`src/rtl/synprog_pkg.sv`:
```
package synprog_pkg;
    parameter int FRAME_W   = 23;
    parameter int ROUTE_W   = 2;
    parameter int PAYLOAD_W = FRAME_W - ROUTE_W;
    parameter int RATIO_W   = 14;
    parameter int MODE_W    = 2;
    parameter int NSLOT     = 1 << ROUTE_W;

    typedef enum logic [ROUTE_W-1:0] {
        SLOT_LO_REF = 2'd0,
        SLOT_HI_REF = 2'd1,
        SLOT_LO_ND  = 2'd2,
        SLOT_HI_ND  = 2'd3
    } slot_e;
endpackage

```
`src/rtl/pin_sync_edge.sv`:
```
module pin_sync_edge #(
    parameter int STAGES = 2
) (
    input  logic clk_i,
    input  logic rst_ni,
    input  logic pin_i,
    output logic level_o,
    output logic rise_o
);
    typedef struct packed {
        logic [STAGES:0] chain;
    } sync_t;

    sync_t st_d, st_q;

    always_comb begin
        st_d       = st_q;
        st_d.chain = {st_q.chain[STAGES-1:0], pin_i};
        level_o    = st_q.chain[STAGES-1];
        rise_o     = st_q.chain[STAGES-1] & ~st_q.chain[STAGES];
    end

    always_ff @(posedge clk_i or negedge rst_ni) begin
        if (!rst_ni) st_q <= '0;
        else         st_q <= st_d;
    end


    single_pulse_chk: assert property (@(posedge clk_i) disable iff (!rst_ni)
        rise_o |=> !rise_o);
endmodule

```
`src/rtl/frame_shifter.sv`:
```
module frame_shifter #(
    parameter int W = synprog_pkg::FRAME_W
) (
    input  logic         clk_i,
    input  logic         rst_ni,
    input  logic         shift_i,
    input  logic         bit_i,
    output logic [W-1:0] word_o
);
    typedef struct packed {
        logic [W-1:0] sr;
    } shf_t;

    shf_t st_d, st_q;

    always_comb begin
        st_d = st_q;
        if (shift_i) st_d.sr = {st_q.sr[W-2:0], bit_i};
        word_o = st_q.sr;
    end

    always_ff @(posedge clk_i or negedge rst_ni) begin
        if (!rst_ni) st_q <= '0;
        else         st_q <= st_d;
    end


    hold_no_shift_chk: assert property (@(posedge clk_i) disable iff (!rst_ni)
        !shift_i |=> $stable(word_o));
endmodule

```
`src/rtl/latch_bank.sv`:
```
module latch_bank #(
    parameter int PW     = synprog_pkg::PAYLOAD_W,
    parameter int NSLOT  = synprog_pkg::NSLOT,
    localparam int AW    = $clog2(NSLOT)
) (
    input  logic                      clk_i,
    input  logic                      rst_ni,
    input  logic                      load_i,
    input  logic [AW-1:0]             slot_i,
    input  logic [PW-1:0]             payload_i,
    output logic [NSLOT-1:0][PW-1:0]  slots_o,
    output logic [NSLOT-1:0]          vld_o
);
    typedef struct packed {
        logic [NSLOT-1:0][PW-1:0] word;
        logic [NSLOT-1:0]         vld;
    } bank_t;

    bank_t            st_d, st_q;
    logic [NSLOT-1:0] wr;

    for (genvar i = 0; i < NSLOT; i++) begin : g_sel
        assign wr[i] = load_i && (slot_i == AW'(i));
    end

    always_comb begin
        st_d = st_q;
        for (int i = 0; i < NSLOT; i++) begin
            if (wr[i]) begin
                st_d.word[i] = payload_i;
                st_d.vld[i]  = 1'b1;
            end
        end
        slots_o = st_q.word;
        vld_o   = st_q.vld;
    end

    always_ff @(posedge clk_i or negedge rst_ni) begin
        if (!rst_ni) st_q <= '0;
        else         st_q <= st_d;
    end


    one_slot_chk: assert property (@(posedge clk_i) disable iff (!rst_ni)
        $onehot0(wr));


    idle_stable_chk: assert property (@(posedge clk_i) disable iff (!rst_ni)
        !load_i |=> ($stable(slots_o) && $stable(vld_o)));

    for (genvar i = 0; i < NSLOT; i++) begin : g_vchk

        vld_sticky_chk: assert property (@(posedge clk_i) disable iff (!rst_ni)
            vld_o[i] |=> vld_o[i]);
    end
endmodule

```
`src/rtl/synth_serial_loader.sv`:
```
module synth_serial_loader
    import synprog_pkg::*;
(
    input  logic                 clk_i,
    input  logic                 rst_ni,
    input  logic                 sclk_i,
    input  logic                 sdata_i,
    input  logic                 sle_i,
    output logic [RATIO_W-1:0]   lo_ratio_o,
    output logic [MODE_W-1:0]    lo_mode_o,
    output logic                 lo_cp_o,
    output logic                 lo_ref_vld_o,
    output logic [RATIO_W-1:0]   hi_ratio_o,
    output logic [MODE_W-1:0]    hi_mode_o,
    output logic                 hi_cp_o,
    output logic                 hi_ref_vld_o,
    output logic [PAYLOAD_W-1:0] lo_nd_word_o,
    output logic                 lo_nd_vld_o,
    output logic [PAYLOAD_W-1:0] hi_nd_word_o,
    output logic                 hi_nd_vld_o
);
    localparam int MODE_LSB  = 0;
    localparam int RATIO_LSB = MODE_LSB + MODE_W;
    localparam int CP_BIT    = RATIO_LSB + RATIO_W;

    logic                           sclk_rise, sle_rise, sdata_lvl;
    logic                           sclk_lvl, sle_lvl;
    logic [FRAME_W-1:0]             frame;
    logic [NSLOT-1:0][PAYLOAD_W-1:0] slots;
    logic [NSLOT-1:0]               vld;

    typedef struct packed {
        logic [ROUTE_W-1:0]   slot;
        logic [PAYLOAD_W-1:0] payload;
    } route_t;

    route_t rt;

    pin_sync_edge #(.STAGES(2)) u_sclk (
        .clk_i(clk_i), .rst_ni(rst_ni), .pin_i(sclk_i),
        .level_o(sclk_lvl), .rise_o(sclk_rise));

    pin_sync_edge #(.STAGES(2)) u_sdat (
        .clk_i(clk_i), .rst_ni(rst_ni), .pin_i(sdata_i),
        .level_o(sdata_lvl), .rise_o());

    pin_sync_edge #(.STAGES(2)) u_sle (
        .clk_i(clk_i), .rst_ni(rst_ni), .pin_i(sle_i),
        .level_o(sle_lvl), .rise_o(sle_rise));

    frame_shifter #(.W(FRAME_W)) u_shf (
        .clk_i(clk_i), .rst_ni(rst_ni), .shift_i(sclk_rise),
        .bit_i(sdata_lvl), .word_o(frame));

    always_comb begin
        rt.slot    = frame[ROUTE_W-1:0];
        rt.payload = frame[FRAME_W-1:ROUTE_W];
    end

    latch_bank #(.PW(PAYLOAD_W), .NSLOT(NSLOT)) u_bank (
        .clk_i(clk_i), .rst_ni(rst_ni), .load_i(sle_rise),
        .slot_i(rt.slot), .payload_i(rt.payload),
        .slots_o(slots), .vld_o(vld));

    always_comb begin
        lo_mode_o    = slots[SLOT_LO_REF][MODE_LSB +: MODE_W];
        lo_ratio_o   = slots[SLOT_LO_REF][RATIO_LSB +: RATIO_W];
        lo_cp_o      = slots[SLOT_LO_REF][CP_BIT];
        lo_ref_vld_o = vld[SLOT_LO_REF];
        hi_mode_o    = slots[SLOT_HI_REF][MODE_LSB +: MODE_W];
        hi_ratio_o   = slots[SLOT_HI_REF][RATIO_LSB +: RATIO_W];
        hi_cp_o      = slots[SLOT_HI_REF][CP_BIT];
        hi_ref_vld_o = vld[SLOT_HI_REF];
        lo_nd_word_o = slots[SLOT_LO_ND];
        lo_nd_vld_o  = vld[SLOT_LO_ND];
        hi_nd_word_o = slots[SLOT_HI_ND];
        hi_nd_vld_o  = vld[SLOT_HI_ND];
    end


    lo_load_keeps_hi_chk: assert property (@(posedge clk_i) disable iff (!rst_ni)
        (sle_rise && rt.slot == SLOT_LO_REF) |=> ($stable(hi_ratio_o) && $stable(hi_nd_word_o)));


    held_strobe_chk: assert property (@(posedge clk_i) disable iff (!rst_ni)
        ($past(sle_lvl) && sle_lvl) |=> $stable(lo_nd_word_o));
endmodule

```
`config.mk`:
```
export PLATFORM = sky130hd
export DESIGN_NAME = synth_serial_loader
export DESIGN_NICKNAME = d
export VERILOG_FILES = /design/src/rtl/synprog_pkg.sv /design/src/rtl/pin_sync_edge.sv /design/src/rtl/frame_shifter.sv /design/src/rtl/latch_bank.sv /design/src/rtl/synth_serial_loader.sv
export SDC_FILE = /design/constraint.sdc
export NUM_CORES = 1
export LEC_CHECK = 0
export ABC_AREA = 1
export ABC_CLOCK_PERIOD_IN_PS = 2000
export CAP_MARGIN = 20
export CORE_ASPECT_RATIO = 1.25
export CORE_MARGIN = 2
export CORE_UTILIZATION = 51
export DETAILED_ROUTE_END_ITERATION = 10
export PLACE_DENSITY = 0.8
export SYNTH_ARGS = -nofsm -noshare
export SYNTH_HDL_FRONTEND = slang
export SYNTH_SLANG_ARGS = --single-unit
```
`constraint.sdc`:
```
create_clock -name clk_i -period 2 [get_ports clk_i]
set_clock_uncertainty 0.2 [all_clocks]
set_input_delay 0.6 -clock clk_i [delete_from_list [all_inputs] [get_ports clk_i]]
set_output_delay 0.6 -clock clk_i [all_outputs]
set_load 0.03 [all_outputs]
```
==> results.sh <==
export IMPL_routed_wl_um=9710
export IMPL_ys_ff_latch=111
export IMPL_pin_count=85
export IMPL_rsz0062_at_grt="false"
export IMPL_grt_pass1_vias=3251
export IMPL_h_tree_depth=3
export IMPL_grt_max_degree=38
export IMPL_routedWlPerCell_um=15.0
export IMPL_slowest_stage="dlygate4sd2_1"
export IMPL_grtUsageMet3_pct=4.11
export IMPL_pwr_share_clk_pct=20.9
export IMPL_cts_tree="done"
export IMPL_startpoint_type="register"
export IMPL_grt_total_usage_pct=22.8
export IMPL_startpoint="u_bank.slots_o[74]"
export IMPL_via_count=3370
export IMPL_grt_pass1_wl_um=16100
export IMPL_drv_slew=0
export IMPL_dp_slack_ps=165
export IMPL_cts_buffers=9
export IMPL_antenna_left=0
export IMPL_syn_to_final_growth_pct=25.7
export IMPL_antenna_found_initial=0
export IMPL_hold_viol=0
export IMPL_max_freq_ghz=0.510
export IMPL_syn_inst=453
export IMPL_start_util_pct=52.0
export IMPL_hold_path_class="register to register"
export IMPL_crit_arrival_ps=1160
export IMPL_cts_root_buffer="clkbuf_8"
export IMPL_drive_above_1_share_pct=7.85
export IMPL_die_area_um2=9060
export IMPL_final_cell_area_um2=5330
export IMPL_dp_cells=628
export IMPL_regArea_um2=2780
export IMPL_tightest_slew_ps=874
export IMPL_yosysWarnings=0
export IMPL_cts_clk_slew_worst_paths_ps=100
export IMPL_remaining_drc_errors=0
export IMPL_dieHeight_um=106
export IMPL_synthTopCellsByCount="221 x nand2_1, 111 x dfrtp_1, 73 x nand3_1"
export IMPL_synth_nets=458
export IMPL_cts_max_path_buffers=2
export IMPL_placed_area_um2=5220
export IMPL_synth_async_reset_ratio_pct=100
export IMPL_drt_pre_antenna_iters=4
export IMPL_synth_most_common_cell="nand2_1"
export IMPL_cp_cell_sequence="dlygate4sd2_1"
export IMPL_power_mw=6.59
export IMPL_p_per_area_nw_per_um2=1240
export IMPL_yosysUniqueCellTypes=16
export IMPL_nets=548
export IMPL_syn_mean_instance_area_um2=9.35
export IMPL_post_route_period_util_pct=98.1
export IMPL_grt_overflow_total=0
export IMPL_stdcell_count=645
export IMPL_p_switching_mw=2.55
export IMPL_cpLargestDelayFamily="buffers and inverters"
export IMPL_combPwrFrac_pct=31.6
export IMPL_crit_buf_inv=1
export IMPL_min_from="u_sle.st_q[0]"
export IMPL_power_frac_seq_pct=47.5
export IMPL_crit_path_max_fanout=2
export IMPL_swShare_pct=38.7
export IMPL_path_class="register to output port"
export IMPL_ys_seq_area_share_pct=65.5
export IMPL_fp_dieW_um=85.5
export IMPL_busiest_layer="met2"
export IMPL_post_cts_buffers=0
export IMPL_synth_edff_count=0
export IMPL_multiInputGateArea_um2=1280
export IMPL_synth_main_ff_cell="dfrtp_1"
export IMPL_clock_sinks=111
export IMPL_setup_viol=0
export IMPL_timing_final_crit_period_ps=1960
export IMPL_synth_top_area_cell="dfrtp_1"
export IMPL_holdWs_ps=157
export IMPL_max_vdd_ir_drop_v=0.000724
export IMPL_viasPerCell=5.22
export IMPL_synth_top_cell_area_share_pct=65.5
export IMPL_maxSlewHeadroom_pct=41.6
export IMPL_r2r_start="u_sle.st_q[1]"
export IMPL_setup_ws_ps=38.9
export IMPL_drt_iter0_markers=227
export IMPL_worstSetupEndpointType="output port"
export IMPL_num_antenna_cells=0
export IMPL_globalRouteMet1Util_pct=30.7
export IMPL_p_leak_nw=3.15
export IMPL_worstSkewPairLatency_ps=370
export IMPL_p_int_mw=4.04
export IMPL_coreArea_um2=8150
export IMPL_io_buffers=84
export IMPL_place_congestion=0.822
export IMPL_cpPeakStageDelay_ps=410
export IMPL_final_core_util_pct=65.4
export IMPL_num_rows=37
export IMPL_yosys_top_cells_area="dfrtp_1 66%, nand2_1 20%, nand3_1 8.6%, buf_2 1.8%, buf_4 0.71%"
export IMPL_required_ps=1200
export IMPL_fillers=700
export IMPL_dp_hpwl_um=6550
export IMPL_tns_ps=0
export IMPL_status="complete, no violations"
export IMPL_syn_cell_area_um2=4240
export IMPL_use_met2_pct=37.3
export IMPL_maxCapViolations=0
worst paths after layout:
check | slack, ps | depth (start not counted) | end
setup / recovery | 40 | 1 | hi_nd_word_o[11]
hold / removal | 160 | 0 | u_sle.st_q[1]
setup reg to reg | 290 | 6 | u_bank.slots_o[26]
hold reg to reg | 160 | 0 | u_sle.st_q[1]
max in group asynchronous | 710 | 3 | u_shf.word_o[19]
min in group asynchronous | 420 | 2 | u_bank.slots_o[73]
power groups by stage:
stage | Sequential, mW | Combinational [mW] | Clock [mW]
after floorplan | 3.93 | 0.508 | 0
after global routing | 3.19 | 2.23 | 1.49
after CTS | 3.13 | 2.11 | 1.41
after global placement | 3.17 | 2.34 | 0
after detailed placement | 3.19 | 2.39 | 0
final | 3.13 | 2.08 | 1.38
layout by cell type, fill, tap and decap left out, drive strengths merged:
cell type,synthesis,layout
dfrtp,111,111
clkinv,0,1
clkinvlp,0,1
inv,11,12
buf,21,18
clkbuf,2,13
nor2,7,7
dlygate4sd3,0,1
a21oi,2,2
nand3,73,73
bufinv,0,1
dlygate4sd2,0,79
nand2,223,223
clkdlybuf4s50,0,3
o21ai,3,3
logic make-up (layout without fill, tap and decap cells):
family | Yosys count | after routing | share of synthesized area (%)
simple gates | 303 | 303 | 29.7
flops | 111 | 111 | 65.5
compound gates | 5 | 5 | 0.590
buf+inv | 34 | 129 | 4.16
sequential cells by signal, summed over array words and instances, names as in the netlist:
register / count
u_bank.slots_o: 76
u_bank.vld_o: 4
u_sclk.st_q: 3
u_sdat.st_q: 2
u_shf.word_o: 23
u_sle.st_q: 3
layer usage:
layer,vias up,share of wire (%)
li1,1605,-
met1,1641,43
met2,108,50
met3,16,5.1
met4,0,2.0
met5,-,0
layout make-up:
type / instances / area share [%]
flip-flops and latches: 111 / 52.1
multi-input cells: 308 / 24.1
repair buffers: 102 / 16.8
clock buffers: 12 / 2.91
well taps: 97 / 2.28
clock inverters: 4 / 0.963
inverters: 11 / 0.775
timing repair:
| item | 4_1_cts | 5_1_grt |
|---|---|---|
| setup endpoints to repair | 80 | 1 |
| resized for setup | 80 | 2 |
| endpoints found under the hold margin | 12 | 0 |
| hold buffers | 1 | 0 |
Power figures use the tool's default switching activity.
